==> src/rtl/cws_pkg.sv <==
package cws_pkg;

  typedef enum logic [3:0] {
    ST_IDLE,
    ST_SAVE,
    ST_POR_SET,
    ST_L1_CLR,
    ST_DBG_LOCK,
    ST_TRC_SET,
    ST_PWR_GO,
    ST_PWR_WAIT,
    ST_POR_REL,
    ST_CORE_REL,
    ST_TRC_REL,
    ST_DBG_OPEN
  } step_e;

  localparam logic [1:0] RSP_OK    = 2'b00;
  localparam logic [1:0] RSP_INVAL = 2'b10;

endpackage

==> src/rtl/cws_affinity_decode.sv <==
module cws_affinity_decode #(
  parameter int AFF_W              = 24,
  parameter int CORE_W             = 2,
  parameter int CL_W               = 1,
  parameter int CLUSTER_LSB        = 8,
  parameter int SUPPORTED_CLUSTERS = 1,
  parameter int LITTLE_CLUSTERS    = 1,
  localparam int ID_W              = CL_W + CORE_W
) (
  input  logic [AFF_W-1:0] affinity,
  output logic [ID_W-1:0]  dense_id,
  output logic             supported,
  output logic             little
);

  logic [CORE_W-1:0] core_f;
  logic [CL_W-1:0]   cl_f;

  always_comb begin
    core_f    = affinity[CORE_W-1:0];
    cl_f      = affinity[CLUSTER_LSB +: CL_W];
    dense_id  = {cl_f, core_f};
    supported = (32'(cl_f) < SUPPORTED_CLUSTERS);
    little    = (32'(cl_f) < LITTLE_CLUSTERS);
  end

endmodule

==> src/rtl/cws_entry_store.sv <==
module cws_entry_store #(
  parameter int N      = 8,
  parameter int ID_W   = 3,
  parameter int ADDR_W = 32
) (
  input  logic              clk,
  input  logic              we,
  input  logic [ID_W-1:0]   waddr,
  input  logic [ADDR_W-1:0] wdata,
  input  logic [ID_W-1:0]   raddr,
  output logic [ADDR_W-1:0] rdata
);

  logic [ADDR_W-1:0] mem [N];

  initial begin
    for (int k = 0; k < N; k++) mem[k] = '0;
  end

  always_ff @(posedge clk) begin
    if (we) mem[waddr] <= wdata;
    rdata <= mem[raddr];
  end

endmodule

==> src/rtl/cws_ctrl.sv <==
module cws_ctrl
  import cws_pkg::*;
#(
  parameter int ID_W   = 3,
  parameter int ADDR_W = 32
) (
  input  logic              clk,
  input  logic              rst,
  input  logic              req_valid,
  input  logic [ID_W-1:0]   dec_id,
  input  logic              dec_supported,
  input  logic              dec_little,
  input  logic [ADDR_W-1:0] req_entry,
  input  logic              pwr_done,
  output logic              req_ready,
  output step_e             step,
  output logic [ID_W-1:0]   tgt_id,
  output logic              tgt_little,
  output logic [ADDR_W-1:0] tgt_entry,
  output logic              pwr_start,
  output logic              rsp_valid,
  output logic [1:0]        rsp_status
);

  step_e nxt;
  logic  take;

  assign req_ready = (step == ST_IDLE);
  assign take      = req_valid && req_ready;

  always_comb begin
    nxt = step;
    unique case (step)
      ST_IDLE:     if (take && dec_supported) nxt = ST_SAVE;
      ST_SAVE:     nxt = ST_POR_SET;
      ST_POR_SET:  nxt = ST_L1_CLR;
      ST_L1_CLR:   nxt = ST_DBG_LOCK;
      ST_DBG_LOCK: nxt = ST_TRC_SET;
      ST_TRC_SET:  nxt = ST_PWR_GO;
      ST_PWR_GO:   nxt = ST_PWR_WAIT;
      ST_PWR_WAIT: if (pwr_done) nxt = ST_POR_REL;
      ST_POR_REL:  nxt = ST_CORE_REL;
      ST_CORE_REL: nxt = ST_TRC_REL;
      ST_TRC_REL:  nxt = ST_DBG_OPEN;
      ST_DBG_OPEN: nxt = ST_IDLE;
      default:     nxt = ST_IDLE;
    endcase
  end

  always_ff @(posedge clk) begin
    if (rst) begin
      step       <= ST_IDLE;
      tgt_id     <= '0;
      tgt_little <= 1'b0;
      tgt_entry  <= '0;
      pwr_start  <= 1'b0;
      rsp_valid  <= 1'b0;
      rsp_status <= RSP_OK;
    end else begin
      step      <= nxt;
      pwr_start <= (step == ST_PWR_GO);
      rsp_valid <= 1'b0;
      if (take) begin
        if (dec_supported) begin
          tgt_id     <= dec_id;
          tgt_little <= dec_little;
          tgt_entry  <= req_entry;
        end else begin
          rsp_valid  <= 1'b1;
          rsp_status <= RSP_INVAL;
        end
      end
      if (step == ST_DBG_OPEN) begin
        rsp_valid  <= 1'b1;
        rsp_status <= RSP_OK;
      end
    end
  end

endmodule

==> src/rtl/cws_reset_bank.sv <==
module cws_reset_bank
  import cws_pkg::*;
#(
  parameter int                N              = 8,
  parameter int                ID_W           = 3,
  parameter int                ADDR_W         = 32,
  parameter logic [ADDR_W-1:0] SEC_ENTRY_ADDR = '0
) (
  input  logic              clk,
  input  logic              rst,
  input  step_e             step,
  input  logic [ID_W-1:0]   tgt_id,
  input  logic              tgt_little,
  output logic [N-1:0]      por_n,
  output logic [N-1:0]      core_rst_n,
  output logic [N-1:0]      trace_rst_n,
  output logic [N-1:0]      dbg_open,
  output logic [N-1:0]      l1_rst_dis,
  output logic [ADDR_W-1:0] sec_entry
);

  always_ff @(posedge clk) begin
    if (rst) sec_entry <= '0;
    else if (step == ST_SAVE) sec_entry <= SEC_ENTRY_ADDR;
  end

  for (genvar i = 0; i < N; i++) begin : g_core
    logic hit;
    assign hit = (tgt_id == ID_W'(i));

    always_ff @(posedge clk) begin
      if (rst) begin
        por_n[i]       <= 1'b1;
        core_rst_n[i]  <= 1'b0;
        trace_rst_n[i] <= 1'b1;
        dbg_open[i]    <= 1'b1;
        l1_rst_dis[i]  <= 1'b1;
      end else if (hit) begin
        unique case (step)
          ST_POR_SET:  por_n[i]       <= 1'b0;
          ST_L1_CLR:   if (tgt_little) l1_rst_dis[i]  <= 1'b0;
          ST_DBG_LOCK: dbg_open[i]    <= 1'b0;
          ST_TRC_SET:  if (tgt_little) trace_rst_n[i] <= 1'b0;
          ST_POR_REL:  por_n[i]       <= 1'b1;
          ST_CORE_REL: core_rst_n[i]  <= 1'b1;
          ST_TRC_REL:  if (tgt_little) trace_rst_n[i] <= 1'b1;
          ST_DBG_OPEN: dbg_open[i]    <= 1'b1;
          default: ;
        endcase
      end
    end
  end

endmodule

==> src/rtl/core_wake_sequencer.sv <==
module core_wake_sequencer
  import cws_pkg::*;
#(
  parameter int                CORES_PER_CLUSTER  = 4,
  parameter int                CLUSTERS           = 2,
  parameter int                AFF_W              = 24,
  parameter int                ADDR_W             = 32,
  parameter int                CLUSTER_LSB        = 8,
  parameter int                SUPPORTED_CLUSTERS = 1,
  parameter int                LITTLE_CLUSTERS    = 1,
  parameter logic [ADDR_W-1:0] SEC_ENTRY_ADDR     = 'h100,
  localparam int               CORE_W             = $clog2(CORES_PER_CLUSTER),
  localparam int               CL_W               = (CLUSTERS > 1) ? $clog2(CLUSTERS) : 1,
  localparam int               ID_W               = CL_W + CORE_W,
  localparam int               N                  = CLUSTERS * CORES_PER_CLUSTER
) (
  input  logic              clk,
  input  logic              rst,
  input  logic              req_valid,
  output logic              req_ready,
  input  logic [AFF_W-1:0]  req_affinity,
  input  logic [ADDR_W-1:0] req_entry,
  output logic              rsp_valid,
  output logic [1:0]        rsp_status,
  output logic              pwr_start,
  output logic [ID_W-1:0]   pwr_core,
  input  logic              pwr_done,
  output logic [ADDR_W-1:0] sec_entry,
  output logic [N-1:0]      por_n,
  output logic [N-1:0]      core_rst_n,
  output logic [N-1:0]      trace_rst_n,
  output logic [N-1:0]      dbg_open,
  output logic [N-1:0]      l1_rst_dis,
  input  logic [ID_W-1:0]   entry_rd_id,
  output logic [ADDR_W-1:0] entry_rd_data
);

  logic [ID_W-1:0]   dec_id;
  logic              dec_supported;
  logic              dec_little;
  step_e             step;
  logic [ID_W-1:0]   tgt_id;
  logic              tgt_little;
  logic [ADDR_W-1:0] tgt_entry;

  cws_affinity_decode #(
    .AFF_W(AFF_W), .CORE_W(CORE_W), .CL_W(CL_W), .CLUSTER_LSB(CLUSTER_LSB),
    .SUPPORTED_CLUSTERS(SUPPORTED_CLUSTERS), .LITTLE_CLUSTERS(LITTLE_CLUSTERS)
  ) u_dec (
    .affinity (req_affinity),
    .dense_id (dec_id),
    .supported(dec_supported),
    .little   (dec_little)
  );

  cws_ctrl #(.ID_W(ID_W), .ADDR_W(ADDR_W)) u_ctrl (
    .clk          (clk),
    .rst          (rst),
    .req_valid    (req_valid),
    .dec_id       (dec_id),
    .dec_supported(dec_supported),
    .dec_little   (dec_little),
    .req_entry    (req_entry),
    .pwr_done     (pwr_done),
    .req_ready    (req_ready),
    .step         (step),
    .tgt_id       (tgt_id),
    .tgt_little   (tgt_little),
    .tgt_entry    (tgt_entry),
    .pwr_start    (pwr_start),
    .rsp_valid    (rsp_valid),
    .rsp_status   (rsp_status)
  );

  cws_reset_bank #(
    .N(N), .ID_W(ID_W), .ADDR_W(ADDR_W), .SEC_ENTRY_ADDR(SEC_ENTRY_ADDR)
  ) u_bank (
    .clk        (clk),
    .rst        (rst),
    .step       (step),
    .tgt_id     (tgt_id),
    .tgt_little (tgt_little),
    .por_n      (por_n),
    .core_rst_n (core_rst_n),
    .trace_rst_n(trace_rst_n),
    .dbg_open   (dbg_open),
    .l1_rst_dis (l1_rst_dis),
    .sec_entry  (sec_entry)
  );

  cws_entry_store #(.N(N), .ID_W(ID_W), .ADDR_W(ADDR_W)) u_store (
    .clk  (clk),
    .we   (step == ST_SAVE),
    .waddr(tgt_id),
    .wdata(tgt_entry),
    .raddr(entry_rd_id),
    .rdata(entry_rd_data)
  );

  assign pwr_core = tgt_id;

endmodule

==> config.mk <==
export PLATFORM = sky130hd
export DESIGN_NAME = core_wake_sequencer
export DESIGN_NICKNAME = d
export VERILOG_FILES = /design/src/rtl/cws_pkg.sv /design/src/rtl/cws_affinity_decode.sv /design/src/rtl/cws_entry_store.sv /design/src/rtl/cws_ctrl.sv /design/src/rtl/cws_reset_bank.sv /design/src/rtl/core_wake_sequencer.sv
export SDC_FILE = /design/constraint.sdc
export NUM_CORES = 1
export LEC_CHECK = 0
export BUFFER_PORTS_ARGS = -buffer_cell sky130_fd_sc_hd__buf_2
export CORE_ASPECT_RATIO = 1.1
export CORE_MARGIN = 2
export CORE_UTILIZATION = 32
export CTS_CLUSTER_SIZE = 28
export DETAILED_ROUTE_END_ITERATION = 10
export PLACE_DENSITY = 0.47
export SETUP_SLACK_MARGIN = 0.4
export SKIP_LAST_GASP = 1
export SLEW_MARGIN = 10
export SYNTH_ARGS = -nofsm -noshare
export SYNTH_HDL_FRONTEND = slang
export SYNTH_SLANG_ARGS = --single-unit
==> constraint.sdc <==
create_clock -name clk -period 3.93 [get_ports clk]
set_clock_uncertainty 0.15 [all_clocks]
set_input_delay 0.786 -clock clk [delete_from_list [all_inputs] [get_ports clk]]
set_output_delay 0.786 -clock clk [all_outputs]
set_load 0.01 [all_outputs]
==> tab_implementation.tex, run 1 <==
\begin{tabular}{lr}
\hline
Metric & Value \\
\hline
\multicolumn{2}{l}{\textbf{Run status}} \\
Status & finished clean \\
\multicolumn{2}{l}{\textbf{Synth}} \\
Portion of the post-synthesis area used by sequential elements & a little over 70\% \\
Compound-cell area share of the yosys netlist & 5.839\% \\
Number of cells produced by synthesis & a little over 800 \\
Most common library cells after synthesis & sky130\_fd\_sc\_hd\_\_edfxtp\_1 (256), sky130\_fd\_sc\_hd\_\_dfxtp\_1 (116), sky130\_fd\_sc\_hd\_\_mux4\_2 (64) \\
Mux share of post-synthesis cell area & 12.93\% \\
Ranking of synthesized cells by area & sky130\_fd\_sc\_hd\_\_edfxtp\_1 (55\%), sky130\_fd\_sc\_hd\_\_dfxtp\_1 (17\%), sky130\_fd\_sc\_hd\_\_mux4\_2 (10\%), sky130\_fd\_sc\_hd\_\_mux2\_2 (2.6\%), sky130\_fd\_sc\_hd\_\_nand3\_1 (2.1\%) \\
Synthesized-area fraction occupied by adder cells & 0\% \\
Synth Flop Type & sky130\_fd\_sc\_hd\_\_edfxtp\_1 \\
Area share of the largest cell type after synthesis & 54.85\% \\
Most common cell in the synthesized netlist & sky130\_fd\_sc\_hd\_\_edfxtp\_1 \\
Synth async-reset ratio & 0\% \\
YS warnings & 0 \\
Combinational family with the most area after synthesis & multiplexers \\
Fraction of the mapped netlist area in simple logic gates & between 4 and 5\% \\
Distinct cell type count of the synthesized netlist & 46 \\
Netlist Area Pre-Place & approximately 14,000 um2 \\
XOR/XNOR Fraction of Synth Area & 0.1161\% \\
Number of enable-type register cells in the synthesized netlist & 256 \\
FF+latch count, synth & approximately 370 \\
Avg Cell Area, Syn & 17.05 um2 \\
Library cell occupying the most area in the post-synthesis netlist & sky130\_fd\_sc\_hd\_\_edfxtp\_1 \\
\multicolumn{2}{l}{\textbf{STA}} \\
Period Utilization, post-route & 78.72\% \\
Normalized max-slew margin & 48.08\% \\
Fmax & 323.2 MHz \\
Hold Fails Final Rpt & 0 \\
Max-slew violation count & 0 \\
Tmin final & 3.094 ns \\
Setup Viol. Count Final & 0 \\
Total negative slack for setup checks & 0 ns \\
Unrepaired setup endpoints after global routing & false \\
Worst-Margin Slew & 0.7789 ns \\
\multicolumn{2}{l}{\textbf{Worst setup path}} \\
Data required time of the worst path & 2.99 ns \\
Startpoint Class & flip-flop \\
Critical path class & reg -> out \\
Worst-path maximum fanout & 41 \\
Data arrival time of the worst path & 2.16 ns \\
Critical path endpoint category & output pin \\
\multicolumn{2}{l}{\textbf{Global route}} \\
Grt total ovfl & 0 \\
Largest net degree at the start of global routing & 65 \\
Global-route wire length before repair & 49.04 mm \\
Vias in the first global route & 7,657 \\
Initial antenna violation count & 8 \\
Tot GR Track Use & 14.56\% \\
\multicolumn{2}{l}{\textbf{Placed design}} \\
Detailed Place HPWL & between 15 and 20 mm \\
Last weighted congestion value of the routability-driven placer & 0.7199 \\
Quantity of I/O buffers inserted on ports & 121 \\
Placed Instance Area & 15,130 um2 \\
\multicolumn{2}{l}{\textbf{Floorplanning}} \\
Std-Cell Core Area & 43,340 um2 \\
Number of cell rows & 80 \\
\# IOs & 175 \\
Die X & 203.5 um \\
Die Y-Extent & 223.5 um \\
Starting density of the core & 32.34\% \\
Area of the die & 45,490 um2 \\
\multicolumn{2}{l}{\textbf{CTS}} \\
Total of hold buffers inserted after clock tree synthesis & 0 \\
Number of buffers inserted to repair setup after CTS & 0 \\
Clock transition time at the flip-flop clock pins of the worst setup and hold paths & 0.06 ns \\
Clock tree sinks & between 300 and 400 \\
Clk root buf & sky130\_fd\_sc\_hd\_\_clkbuf\_16 \\
Clock tree from TritonCTS & built \\
Number of resized instances in the post-cts repair step & 0 \\
CTS H-Tree Depth & 2 \\
Total CTS buffers & slightly above 40 \\
Maximum buffer depth of the clock tree & 3 \\
Clock latency reported for the late side of the worst-skew pair & 0.56 ns \\
\multicolumn{2}{l}{\textbf{Route}} \\
Via density per instance & 4.754 \\
DRC violation total after the first TritonRoute iteration & 408 \\
Met2 Routed Length & 15.06 mm \\
Number of vias in the routed layout & about 7.4k \\
Wire length on met1 & around 14 mm \\
Routed wire length & between 30 and 40 mm \\
Residual DRC count & 0 \\
Detailed-route wire length per cell & 20.91 um \\
Met3 wirelength from detailed routing & about 2.3 mm \\
Highest metal layer used by the detailed router & met5 \\
Pre-antenna DRT Iters & 5 \\
Routed Antenna Nets & 0 \\
\multicolumn{2}{l}{\textbf{Job}} \\
Number of maximum-capacitance violations & 0 \\
\multicolumn{2}{l}{\textbf{Pwr}} \\
Total power divided by cell area & 540.5 nW/um2 \\
Static leakage & a little under 6 nW \\
Maximum vdd drop & 0.2320 mV \\
\multicolumn{2}{l}{\textbf{Cells and area}} \\
Final Net Count & 1,013 \\
Area added between synthesis and finish & 18.69\% \\
Share of post-route cells with drive strength above 1 & 33.67\% \\
Core occupancy in the finished layout & about two fifths \\
Area of all placed cells without fillers & 16,630 um2 \\
\multicolumn{2}{l}{\textbf{Worst hold path}} \\
Worst min path class & reg -> reg \\
\hline
\end{tabular}
cell usage in the layout, fill, tap and decap left out, types with 5 or more instances in the layout:
master                        n
sky130_fd_sc_hd__a21oi_1     50
sky130_fd_sc_hd__mux4_2      64
sky130_fd_sc_hd__buf_2      120
sky130_fd_sc_hd__bufinv_16    8
sky130_fd_sc_hd__buf_4       26
sky130_fd_sc_hd__clkbuf_1     9
sky130_fd_sc_hd__o211ai_1     8
sky130_fd_sc_hd__nor2_1      13
sky130_fd_sc_hd__clkbuf_8     5
sky130_fd_sc_hd__o21ai_0     41
sky130_fd_sc_hd__conb_1      32
sky130_fd_sc_hd__inv_1        9
sky130_fd_sc_hd__clkbuf_16   44
sky130_fd_sc_hd__mux2_2      32
sky130_fd_sc_hd__nand3_1     58
sky130_fd_sc_hd__dfxtp_1    116
sky130_fd_sc_hd__nor2b_4      5
sky130_fd_sc_hd__edfxtp_1   256
sky130_fd_sc_hd__a221o_1     17
sky130_fd_sc_hd__a21o_1       8
worst max-delay path: stages, from the launching register on:
cell                       delay (ns)
sky130_fd_sc_hd__dfxtp_1         0.46
sky130_fd_sc_hd__or4_1           0.71
sky130_fd_sc_hd__clkinv_8        0.25
sky130_fd_sc_hd__buf_2           0.18
final timing paths:
check	startpoint	to	slack, ns	depth (start not counted)
setup / recovery	u_ctrl.step[0]$_SDFFE_PP0P_	req_ready	0.84	3
hold / removal	u_bank.l1_rst_dis[6]$_SDFFE_PP1P_	u_bank.l1_rst_dis[6]$_SDFFE_PP1P_	0.30	1
setup reg to reg	u_ctrl.step[0]$_SDFFE_PP0P_	u_store.mem[0][9]$_DFFE_PP_	1.18	3
hold reg to reg	u_bank.l1_rst_dis[6]$_SDFFE_PP1P_	u_bank.l1_rst_dis[6]$_SDFFE_PP1P_	0.30	1
power by group:
part / switching [mW] / total (mW) / internal, mW
clock: 1.53 / 4.20 / 2.66
combinational: 0.267 / 0.445 / 0.178
sequential: 0.0736 / 4.35 / 4.28
total: 1.87 / 8.99 / 7.12
per-layer routing:
layer  GRT usage [%]  vias up
li1                -     3406
met2           22.71      202
met4           3.956       12
met3           4.426       58
met1           19.72     3734
met5               0        -
registers in the layout (all words and copies together), names as in the netlist:
| register | count |
|---|---|
| u_store.mem | 256 |
| u_ctrl.rsp_valid | 1 |
| u_ctrl.tgt_id | 3 |
| u_bank.core_rst_n | 8 |
| u_bank.dbg_open | 8 |
| u_store.rdata | 32 |
| u_ctrl.rsp_status | 1 |
| u_bank.l1_rst_dis | 8 |
| u_bank.trace_rst_n | 8 |
| u_ctrl.pwr_start | 1 |
| u_ctrl.step | 4 |
| u_ctrl.tgt_little | 1 |
| u_ctrl.tgt_entry | 32 |
| u_bank.sec_entry | 1 |
| u_bank.por_n | 8 |
cell type report:
type                    count  area, um2
well taps                 574      718.2
flip-flops and latches    372      10010
fillers                  4060      26710
inverters                  10      50.05
diodes                      2      5.005
clock buffers              58       1204
multi-input cells         377       3517
repair buffers            148      835.8
clock inverters            18      295.3
cells by family after synthesis:
| kind of cell | Yosys count |
|---|---|
| flip-flops | 372 |
| AO/OA/AOI/OAI | 133 |
| AND/OR/NAND/NOR | 114 |
| buffers and inverters | 104 |
| multiplexers | 97 |
| XOR/XNOR | 1 |
| other | 1 |
through the flow:
stage | worst slack, ns | hold slack [ns] | power, mW | cells
after detailed placement | 1.142 | 0.2865 | 4.895 | 1481
final | 0.8364 | 0.2980 | 8.992 | 1559
after global routing | 0.7155 | 0.3200 | 9.319 | 1557
after floorplan | 0.7641 | 0.3196 | 4.743 | 853
after CTS | 0.7755 | 0.3004 | 9.128 | 1557
after global placement | 1.132 | 0.2823 | 4.889 | 1481
Note: power is estimated with default switching activity, not from simulation.
==> inputs of run 2 (changes only) <==
Settings changed: ABC_AREA set to 1, PLACE_DENSITY 0.47 to 0.49.
Clock period 3.93 ns to 2.6 ns, I/O delays scaled along.
==> run 2 against run 1 <==
Combinational power increased by 97%. Via count increased by 22%. Sequential power increased by 55%. Sequential cell count unchanged. Sequential share of layout area decreased by 0.14 points. Global-route usage increased by 0.30 points. Power increased by 47%. Critical path depth increased by 1. Critical endpoint unchanged.
==> tab_implementation.tex, run 2 <==
\begin{tabular}{lr}
\hline
Metric & Value \\
\hline
\multicolumn{2}{l}{\textbf{Run status}} \\
Status & finished clean (unchanged) \\
\multicolumn{2}{l}{\textbf{Synth}} \\
Distinct cell type count of the synthesized netlist & 26 (was 46) \\
FF+latch count, synth & 372 (unchanged) \\
Library cell occupying the most area in the post-synthesis netlist & sky130\_fd\_sc\_hd\_\_edfxtp\_1 (unchanged) \\
Number of cells produced by synthesis & 1,261 (was 822) \\
Synth async-reset ratio & 0\% (unchanged) \\
Netlist Area Pre-Place & 13,990 um2 (was 14,010 um2) \\
Area share of the largest cell type after synthesis & 54.94\% (was 54.85\%) \\
Portion of the post-synthesis area used by sequential elements & 71.53\% (was 71.42\%) \\
Synth Flop Type & sky130\_fd\_sc\_hd\_\_edfxtp\_1 (unchanged) \\
Most common cell in the synthesized netlist & sky130\_fd\_sc\_hd\_\_nor2\_1 (was sky130\_fd\_sc\_hd\_\_edfxtp\_1) \\
YS warnings & 0 (unchanged) \\
Avg Cell Area, Syn & 11.10 um2 (was 17.05 um2) \\
Ranking of synthesized cells by area & sky130\_fd\_sc\_hd\_\_edfxtp\_1 (55\%), sky130\_fd\_sc\_hd\_\_dfxtp\_1 (17\%), sky130\_fd\_sc\_hd\_\_nor2\_1 (7.6\%), sky130\_fd\_sc\_hd\_\_o21ai\_0 (7.4\%), sky130\_fd\_sc\_hd\_\_nand2\_1 (4.7\%) (was sky130\_fd\_sc\_hd\_\_edfxtp\_1 (55\%), sky130\_fd\_sc\_hd\_\_dfxtp\_1 (17\%), sky130\_fd\_sc\_hd\_\_mux4\_2 (10\%), sky130\_fd\_sc\_hd\_\_mux2\_2 (2.6\%), sky130\_fd\_sc\_hd\_\_nand3\_1 (2.1\%)) \\
Number of enable-type register cells in the synthesized netlist & 256 (unchanged) \\
Most common library cells after synthesis & sky130\_fd\_sc\_hd\_\_nor2\_1 (284), sky130\_fd\_sc\_hd\_\_edfxtp\_1 (256), sky130\_fd\_sc\_hd\_\_o21ai\_0 (207) (was sky130\_fd\_sc\_hd\_\_edfxtp\_1 (256), sky130\_fd\_sc\_hd\_\_dfxtp\_1 (116), sky130\_fd\_sc\_hd\_\_mux4\_2 (64)) \\
\multicolumn{2}{l}{\textbf{Worst setup path}} \\
Largest stage delay, worst path & 0.37 ns (was 0.71 ns) \\
Critical path endpoint category & output pin (unchanged) \\
Library cell contributing the largest single delay on the critical path & sky130\_fd\_sc\_hd\_\_dfxtp\_1 (was sky130\_fd\_sc\_hd\_\_or4\_1) \\
Data required time of the worst path & 1.93 ns (was 2.99 ns) \\
Worst-path maximum fanout & 6 (was 41) \\
Startpoint Class & flip-flop (unchanged) \\
Cells along the critical path & nor2\_4 -> nand2\_1 -> inv\_2 -> buf\_2 (was or4\_1 -> clkinv\_8 -> buf\_2) \\
Data arrival time of the worst path & 1.44 ns (was 2.16 ns) \\
Critical path class & reg -> out (unchanged) \\
\multicolumn{2}{l}{\textbf{Route}} \\
Residual DRC count & 0 (unchanged) \\
Routed Antenna Nets & 0 (unchanged) \\
Pre-antenna DRT Iters & 5 (unchanged) \\
Number of vias in the routed layout & 9,034 (was 7,412) \\
Routed wire length & 33.29 mm (was 32.60 mm) \\
Detailed-route wire length per cell & 16.70 um (was 20.91 um) \\
Via density per instance & 4.531 (was 4.754) \\
DRC violation total after the first TritonRoute iteration & 517 (was 408) \\
\multicolumn{2}{l}{\textbf{Pwr}} \\
Maximum vdd drop & 0.4541 mV (was 0.2320 mV) \\
Total power divided by cell area & 791.0 nW/um2 (was 540.5 nW/um2) \\
Post-route total power & 13.19 mW (was 8.992 mW) \\
Static leakage & 6.251 nW (was 5.870 nW) \\
\multicolumn{2}{l}{\textbf{Cells and area}} \\
Most frequent cells in the layout & sky130\_fd\_sc\_hd\_\_nor2\_1 (276), sky130\_fd\_sc\_hd\_\_edfxtp\_1 (256), sky130\_fd\_sc\_hd\_\_o21ai\_0 (207), sky130\_fd\_sc\_hd\_\_nand2\_1 (173), sky130\_fd\_sc\_hd\_\_buf\_2 (119) (was sky130\_fd\_sc\_hd\_\_edfxtp\_1 (256), sky130\_fd\_sc\_hd\_\_buf\_2 (120), sky130\_fd\_sc\_hd\_\_dfxtp\_1 (116), sky130\_fd\_sc\_hd\_\_mux4\_2 (64), sky130\_fd\_sc\_hd\_\_nand3\_1 (58)) \\
Leading cell type in the layout, fill and taps excluded & sky130\_fd\_sc\_hd\_\_nor2\_1 (was sky130\_fd\_sc\_hd\_\_edfxtp\_1) \\
Top reg by flops & u\_store.mem (unchanged) \\
Area added between synthesis and finish & 19.16\% (was 18.69\%) \\
Largest regs & u\_store.mem: 256 flops, u\_ctrl.tgt\_entry: 32 flops, u\_store.rdata: 32 flops (unchanged) \\
Fill count & 4,228 (was 4,060) \\
Share of post-route cells with drive strength above 1 & 16.21\% (was 33.67\%) \\
Max FFs per register & 256 (unchanged) \\
Final Net Count & 1,451 (was 1,013) \\
\multicolumn{2}{l}{\textbf{Worst hold path}} \\
Worst min path class & in -> reg (was reg -> reg) \\
\multicolumn{2}{l}{\textbf{Global route}} \\
Grt total ovfl & 0 (unchanged) \\
Largest net degree at the start of global routing & 129 (was 65) \\
Tot GR Track Use & 14.87\% (was 14.56\%) \\
Vias in the first global route & 8,799 (was 7,657) \\
Initial antenna violation count & 5 (was 8) \\
Global-route wire length before repair & 51.24 mm (was 49.04 mm) \\
\multicolumn{2}{l}{\textbf{Floorplanning}} \\
Die X & 203.4 um (was 203.5 um) \\
Starting density of the core & 32.36\% (was 32.34\%) \\
Number of cell rows & 80 (unchanged) \\
Die Y-Extent & 223.3 um (was 223.5 um) \\
\# IOs & 175 (unchanged) \\
Std-Cell Core Area & 43,240 um2 (was 43,340 um2) \\
Area of the die & 45,420 um2 (was 45,490 um2) \\
\multicolumn{2}{l}{\textbf{CTS}} \\
Maximum buffer depth of the clock tree & 3 (unchanged) \\
Total CTS buffers & 41 (unchanged) \\
Clock transition time at the flip-flop clock pins of the worst setup and hold paths & 0.06 ns (about the same) \\
Clock tree from TritonCTS & built (unchanged) \\
Total of hold buffers inserted after clock tree synthesis & 0 (unchanged) \\
Clock latency reported for the late side of the worst-skew pair & 0.55 ns (was 0.56 ns) \\
Clock tree sinks & 372 (unchanged) \\
Clk root buf & sky130\_fd\_sc\_hd\_\_clkbuf\_16 (unchanged) \\
CTS H-Tree Depth & 2 (unchanged) \\
Number of buffers inserted to repair setup after CTS & 0 (unchanged) \\
\multicolumn{2}{l}{\textbf{STA}} \\
Setup Viol. Count Final & 0 (unchanged) \\
Unrepaired setup endpoints after global routing & false (unchanged) \\
Fmax & 473.4 MHz \\
Hold Fails Final Rpt & 0 (unchanged) \\
Worst-Margin Slew & 0.6869 ns (was 0.7789 ns) \\
Total negative slack for setup checks & 0 ns (unchanged) \\
Max-slew violation count & 0 (unchanged) \\
Normalized max-slew margin & 53.96\% (was 48.08\%) \\
Tmin final & approximately 2.1 ns \\
Period Utilization, post-route & 81.25\% \\
\multicolumn{2}{l}{\textbf{Placed design}} \\
Quantity of I/O buffers inserted on ports & 121 (unchanged) \\
Last weighted congestion value of the routability-driven placer & 0.7603 (was 0.7199) \\
Detailed Place HPWL & 18.81 mm (was 17.72 mm) \\
\multicolumn{2}{l}{\textbf{Job}} \\
Number of maximum-capacitance violations & 0 (unchanged) \\
\hline
\end{tabular}
==> run 2: changes by cell type after synthesis, sizes merged, moves of 16 or more <==
cell / previous run / this run
mux2: 32 / 0
nand3: 58 / 21
nand2: 3 / 174
nor2: 17 / 285
clkbuf: 24 / 40
a21oi: 50 / 22
a221o: 17 / 0
inv: 9 / 28
mux4: 64 / 0
o21ai: 42 / 237
==> run 2: path summary, 6_finish.rpt <==
kind                                        endpoint                               start  depth (start not counted)  slack (ns)
hold / removal      u_ctrl.tgt_entry[7]$_SDFFE_PP0P_                        req_entry[7]                          3        0.08
setup reg to reg        u_store.mem[1][23]$_DFFE_PP_       u_ctrl.tgt_id[0]$_SDFFE_PP0P_                          3        0.57
setup / recovery                           req_ready         u_ctrl.step[2]$_SDFFE_PP0P_                          4        0.49
hold reg to reg   u_bank.trace_rst_n[1]$_SDFFE_PP1P_  u_bank.trace_rst_n[1]$_SDFFE_PP1P_                          2        0.30
==> run 2: layer usage <==
| layer | share of wire (%) | global-route usage [%] |
|---|---|---|
| met1 | 46 | 19.44 |
| met3 | 5.2 | 3.550 |
| met2 | 46 | 24.00 |
| met5 | 0.12 | 0 |
| met4 | 2.5 | 5.416 |
==> run 2: where the power goes <==
group	internal, mW	switching, mW
Sequential	6.59	0.156
Clock	3.31	2.26
Combinational	0.279	0.599
Total	10.2	3.01
==> run 2: cell type report <==
| type | instances | area [um2] | area share [%] |
|---|---|---|---|
| diodes | 1 | 2.502 | 0.01501 |
| clock buffers | 57 | 1157 | 6.941 |
| clock inverters | 17 | 145.1 | 0.8704 |
| inverters | 29 | 112.6 | 0.6753 |
| multi-input cells | 793 | 3506 | 21.03 |
| flip-flops and latches | 372 | 10010 | 60.03 |
| well taps | 574 | 718.2 | 4.307 |
| repair buffers | 151 | 1023 | 6.138 |
==> run 2: stage by stage <==
stage | hold slack (ns) | cell area (um2) | setup WS (ns) | instances | utilization, %
2_1_floorplan | 0.3194 | 14130 | 0.2306 | 1292 | -
6_report | 0.07538 | 16670 | 0.4874 | 1994 | 38.56
3_5_place_dp | 0.2847 | 15360 | 0.4626 | 1919 | 35.53
5_1_grt | 0.06953 | 16670 | 0.4155 | 1994 | 38.56
3_3_place_gp | 0.2821 | 15360 | 0.4591 | 1919 | 35.53
4_1_cts | 0.04827 | 16660 | 0.4453 | 1993 | 38.54
==> run 2: worst max-delay path: cells and delay by family (launching register included) <==
kind	cells	cell delay (ns)
DFF	1	0.37
and+or+nand+nor	2	0.28
buffers and inverters	2	0.25
==> run 2: kinds of logic after synthesis <==
| logic type | Yosys count | share of synthesized area [%] |
|---|---|---|
| other | 1 | 0.02680 |
| flip-flops | 372 | 71.53 |
| AO/OA/AOI/OAI | 275 | 10.15 |
| AND/OR/NAND/NOR | 486 | 13.56 |
| buffers and inverters | 127 | 4.730 |
==> run 2: repair_timing <==
item | 4_1_cts | 5_1_grt
gates resized for setup | 0 | 2
hold endpoints to repair | 0 | 0
setup endpoints to repair | 0 | 155
